## config.mk

```make
export PLATFORM = sky130hd
export DESIGN_NAME = pbus_xfer_seq
export DESIGN_NICKNAME = d
export VERILOG_FILES = /design/src/rtl/pbus_xfer_seq.sv
export SDC_FILE = /design/constraint.sdc
export NUM_CORES = 1
export LEC_CHECK = 0
export BUFFER_PORTS_ARGS = -buffer_cell sky130_fd_sc_hd__clkbuf_2
export CAP_MARGIN = 25
export CORE_MARGIN = 5
export CORE_UTILIZATION = 25
export CTS_CLUSTER_DIAMETER = 100
export DETAILED_ROUTE_END_ITERATION = 16
export PLACE_DENSITY_LB_ADDON = 0.08
export SLEW_MARGIN = 25
export SYNTH_ARGS = -nofsm -noshare
export SYNTH_HDL_FRONTEND = slang
export SYNTH_SLANG_ARGS = --single-unit
```

## constraint.sdc

```tcl
create_clock -name clk -period 2.6 [get_ports clk]
set_input_delay 0.39 -clock clk [delete_from_list [all_inputs] [get_ports clk]]
set_output_delay 0.39 -clock clk [all_outputs]
set_load 0.01 [all_outputs]
```

## src/rtl/pbus_xfer_seq.sv

```systemverilog
module pbus_xfer_seq #(
  parameter int AW        = 16,
  parameter int TMO_SHORT = 16,
  parameter int TMO_LONG  = 64
) (
  input  logic          clk,
  input  logic          rst_n,
  input  logic          req_valid,
  output logic          req_ready,
  input  logic          req_write,
  input  logic [AW-1:0] req_addr,
  input  logic [7:0]    req_be,
  input  logic [63:0]   req_wdata,
  input  logic          tmo_long_sel,
  output logic          pb_sel,
  output logic          pb_we,
  output logic [AW-1:0] pb_addr,
  output logic [1:0]    pb_be,
  output logic [15:0]   pb_wdata,
  input  logic [15:0]   pb_rdata,
  input  logic          pb_ack_n,
  output logic          cpl_valid,
  output logic          cpl_err,
  output logic [63:0]   cpl_data,
  output logic          credit_rtn,
  input  logic          irq_en,
  input  logic          err_clr,
  output logic          err_flag,
  output logic          irq
);

  localparam int CW = $clog2(TMO_LONG + 1);
  localparam logic [CW-1:0] LIM_S = CW'(TMO_SHORT - 1);
  localparam logic [CW-1:0] LIM_L = CW'(TMO_LONG - 1);

  typedef enum logic [1:0] {S_IDLE, S_EVAL, S_BUS, S_DONE} state_t;

  state_t          state;
  logic [1:0]      idx;
  logic [7:0]      be_q;
  logic            wr_q;
  logic [AW-1:0]   addr_q;
  logic [63:0]     wd_q;
  logic [63:0]     rd_q;
  logic [1:0]      abort_q;
  logic            err_q;
  logic [CW-1:0]   cnt;
  logic [CW-1:0]   lim_q;

  logic [1:0] cur_be;
  logic [1:0] mate_be;
  logic       tmo_hit;
  logic       ack_hit;
  logic       last_w;

  assign cur_be  = be_q[{idx, 1'b0} +: 2];
  assign mate_be = be_q[{idx[1], 2'b10} +: 2];
  assign tmo_hit = (state == S_BUS) && pb_ack_n && (cnt == lim_q);
  assign ack_hit = (state == S_BUS) && !pb_ack_n;
  assign last_w  = (idx == 2'd3);

  assign req_ready  = (state == S_IDLE);
  assign pb_sel     = (state == S_BUS);
  assign pb_we      = wr_q;
  assign pb_be      = cur_be;
  assign pb_addr    = {addr_q[AW-1:3], idx, 1'b0};
  assign pb_wdata   = wd_q[{idx, 4'b0} +: 16];
  assign cpl_valid  = (state == S_DONE);
  assign credit_rtn = (state == S_DONE);
  assign cpl_err    = err_q;
  assign cpl_data   = rd_q;
  assign irq        = err_flag & irq_en;

  always_ff @(posedge clk or negedge rst_n) begin
    if (!rst_n) begin
      state   <= S_IDLE;
      idx     <= '0;
      be_q    <= '0;
      wr_q    <= 1'b0;
      addr_q  <= '0;
      wd_q    <= '0;
      rd_q    <= '0;
      abort_q <= '0;
      err_q   <= 1'b0;
      cnt     <= '0;
      lim_q   <= LIM_S;
    end else begin
      case (state)
        S_IDLE: if (req_valid) begin
          be_q    <= req_be;
          wr_q    <= req_write;
          addr_q  <= req_addr;
          wd_q    <= req_wdata;
          lim_q   <= tmo_long_sel ? LIM_L : LIM_S;
          rd_q    <= '0;
          abort_q <= '0;
          err_q   <= 1'b0;
          idx     <= '0;
          state   <= S_EVAL;
        end
        S_EVAL: begin
          if ((cur_be != 2'b00) && !abort_q[idx[1]]) begin
            cnt   <= '0;
            state <= S_BUS;
          end else if (last_w) begin
            state <= S_DONE;
          end else begin
            idx <= idx + 2'd1;
          end
        end
        S_BUS: begin
          if (ack_hit || tmo_hit) begin
            if (ack_hit && !wr_q)
              rd_q[{idx, 4'b0} +: 16] <= pb_rdata;
            if (tmo_hit) begin
              err_q <= 1'b1;
              if (!wr_q)
                rd_q[{idx, 4'b0} +: 16] <= 16'hFFFF;
              if (!idx[0]) begin
                abort_q[idx[1]] <= 1'b1;
                if (!wr_q && (mate_be != 2'b00))
                  rd_q[{idx[1], 5'b10000} +: 16] <= 16'hFFFF;
              end
            end
            if (last_w) state <= S_DONE;
            else begin
              idx   <= idx + 2'd1;
              state <= S_EVAL;
            end
          end else begin
            cnt <= cnt + 1'b1;
          end
        end
        default: state <= S_IDLE;
      endcase
    end
  end

  always_ff @(posedge clk or negedge rst_n) begin
    if (!rst_n)        err_flag <= 1'b0;
    else if (tmo_hit)  err_flag <= 1'b1;
    else if (err_clr)  err_flag <= 1'b0;
  end

endmodule

```

==> results_dict.tcl <==
set metrics [dict create \
    synth_most_common_cell "dfrtp_1" \
    netlist_instances 561 \
    cts_resized 0 \
    synth-xor-area-share_pct 0 \
    synth_top_family_by_area "multiplexers" \
    power_density_nw_per_um2 1050 \
    fin_setup_tns_ns 0 \
    finalClockSkew_ns 0.0181 \
    grtUsageTotal_pct 13.3 \
    antenna_found_initial 0 \
    routedWlPerCell_um 19.0 \
    antenna_cells 0 \
    hold_viol_final 0 \
    r2r_slack_ns 0.27 \
    antenna_left 0 \
    routed_wl_um 22300 \
    maxSlewHeadroom_pct 51.6 \
    start_kind "register" \
    synth_flop_cell "dfrtp_1" \
    synth.distinct_cells 49 \
    power.switching_mw 3.71 \
    multi_input_area_um2 3210 \
    yosysWarnings 0 \
    power_frac_comb_pct 38.3 \
    p_leak_nw 4.36 \
    yosysTopAreaCellShare_pct 54.8 \
    maxCapViolCount 0 \
    dp_hpwl_um 16800 \
    yosys.area.top_type "dfrtp_1" \
    die_h_um 184 \
    synth_area_leaders "dfrtp_1, mux2_2, o2bb2ai_1, mux4_2, a21oi_1" \
    period_needed_ns 2.38 \
    avgViaCountPerCell 4.64 \
    grt_overflow 0 \
    htree_levels 4 \
    crit_path_max_fanout 11 \
    synth_common_cells "dfrtp_1, mux2_2, a21oi_1, o2bb2ai_1, mux4_2" \
    fp.dieArea_um2 33900 \
    nNetsFinal 898 \
    synthToLayoutAreaGrowth_pct 29.0 \
    min_from "err_clr" \
    cp-end-kind "primary output" \
    portBuffers 213 \
    power.share.clock_pct 24.4 \
    min_path_cells 2 \
    synth_fa_ha_area_share_pct 1.65 \
    dr.first_iter.drc_count 257 \
    seq_area_um2 4160 \
    synth_seq_cells 166 \
    grt_pass1_wl_um 35300 \
    ys_async_sr_fraction_pct 100 \
    synth_nets 683 \
    grt_pass1_vias 6059 \
    dp.cells 1146 \
    swShare_pct 36.1 \
    die_w_um 184 \
    path_class "reg2out" \
    num_rows 63 \
    clk_pin_slew_ns 0.07 \
    synthMuxAreaShare_pct 19.2 \
    vias 5474 \
    cp.arrival_ns 1.99 \
    synth_compound_area_share_pct 15.7 \
    hold_class "in2reg" \
    clk_latency_ns 0.43 \
    p_seq_share_pct 37.4 \
    syn_area_um2 7580 \
    cts_tree "built" \
    ir_drop_v 0.000371 \
    clkSinkCount 166 \
    syn_area_per_cell_um2 13.5 \
    place_congestion 0.765 \
    dr.pass1.iters 4 \
    rsz0062_at_grt "no" \
    drive_gt1_share_pct 51.5 \
    clock.fmax_ghz 0.420 \
    finalSetupViolCount 0 \
    status "finished clean" \
    holdPathEnd "err_flag" \
    root_buffer "clkbuf_16" \
    fillers 3009 \
    top_level_ports 218 \
    cp.required_ns 2.21 \
    core_um2 29800 \
    synth_edf_count 0 \
    drv_slew 0 \
    cts_buffers 17 \
    period_share_pct 91.5 \
    internal_power_mw 6.57 \
    drc 0 \
    finish.utilization_pct 32.8 \
    grt_max_degree 66 \
    clockBufferDepth 2 \
    reg2reg_to "cpl_data[22]" \
    final_cell_count_no_fill 1179 \
    r2r_cells 8 \
    initial_core_util_pct 25.4 \
    r2r_start "state[0]" \
    yosys.area_share.simple_pct 5.38 \
    yosysSeqAreaShare_pct 54.8 \
    worst_pin_slew_ns 0.726 \
]
==> sequential cells by signal, summed over array words and instances, names as in the netlist <==
register	count
cpl_err	1
addr_q	13
cpl_data	64
wd_q	64
cnt	7
state	2
err_flag	1
idx	2
be_q	8
abort_q	2
pb_we	1
lim_q	1
==> per-stage QoR <==
| stage | hold WS [ns] | setup slack, ns | total power [mW] | instance area [µm²] |
|---|---|---|---|---|
| 2_1_floorplan | 0.0944 | 0.285 | 6.47 | 7580 |
| 3_3_place_gp | 0.381 | 0.327 | 7.78 | 9190 |
| 5_1_grt | 0.153 | 0.0760 | 11.0 | 9780 |
| 6_report | 0.167 | 0.220 | 10.3 | 9780 |
| 3_5_place_dp | 0.392 | 0.292 | 7.91 | 9190 |
| 4_1_cts | 0.144 | 0.159 | 10.5 | 9780 |
==> worst max-delay path by stage <==
stage                              end  depth (start not counted)      from  slack, ns
after floorplan           cpl_data[57]                          8    idx[0]       0.29
after global placement    cpl_data[24]                          8  state[0]       0.33
final                     pb_wdata[15]                          3    idx[0]       0.22
after CTS                  pb_wdata[0]                          3    idx[0]       0.16
after global routing      pb_wdata[15]                          3    idx[0]       0.08
after detailed placement  cpl_data[20]                          8  state[0]       0.29
==> layout make-up <==
cell class | count | share of cell area [%]
clock inverters | 15 | 1.56
well taps | 390 | 4.99
flip-flops and latches | 166 | 42.5
clock buffers | 17 | 4.35
multi-input cells | 343 | 32.8
repair buffers | 237 | 13.3
inverters | 11 | 0.422
==> layer usage <==
metal	part of all wire, %	GRT usage (%)
met1	44	17.2
met2	48	21.6
met3	7.2	4.87
met4	0.68	2.48
met5	0	0
==> critical path, stage by stage (launching register included) <==
cell and delay (ns):
dfrtp_2 0.53, buf_4 0.33, mux4_2 0.55, clkbuf_2 0.16
==> cell families (layout without fill, tap and decap cells) <==
| family | count (synthesis) | after routing |
|---|---|---|
| flops | 166 | 166 |
| buf+inv | 52 | 280 |
| mux | 112 | 112 |
| compound gates | 155 | 155 |
| fa+ha+maj | 10 | 10 |
| simple gates | 65 | 65 |
| other cells | 1 | 1 |
==> layout by cell type (no fill, tap or decap), drive strengths merged, types with 3 or more instances in the layout <==
cell type  count
dfrtp        166
buf           24
ha            10
nor3           3
nand3         10
mux2          88
clkbuf       229
o21ai          5
mux2i          6
inv           20
mux4          18
nor3b          8
o2bb2ai       66
nor2           6
nor4           3
a21oi         68
nand2         12
a31oi          4
nand3b         4
or2            5
clkinv         4
o2111ai        4
==> power by group through the flow <==
stage,logic [mW],registers (mW),clock network [mW]
5_1_grt,4.33,3.94,2.70
4_1_cts,4.03,3.85,2.61
3_5_place_dp,4.01,3.90,0
3_3_place_gp,3.94,3.84,0
6_report,3.93,3.84,2.50
2_1_floorplan,2.71,3.76,0
==> repair_timing <==
item,4_1_cts,5_1_grt
hold buffers,1,0
buffers inserted,0,0
endpoints found under the hold margin,50,0
No activity file was read; power rests on OpenSTA's default activity.
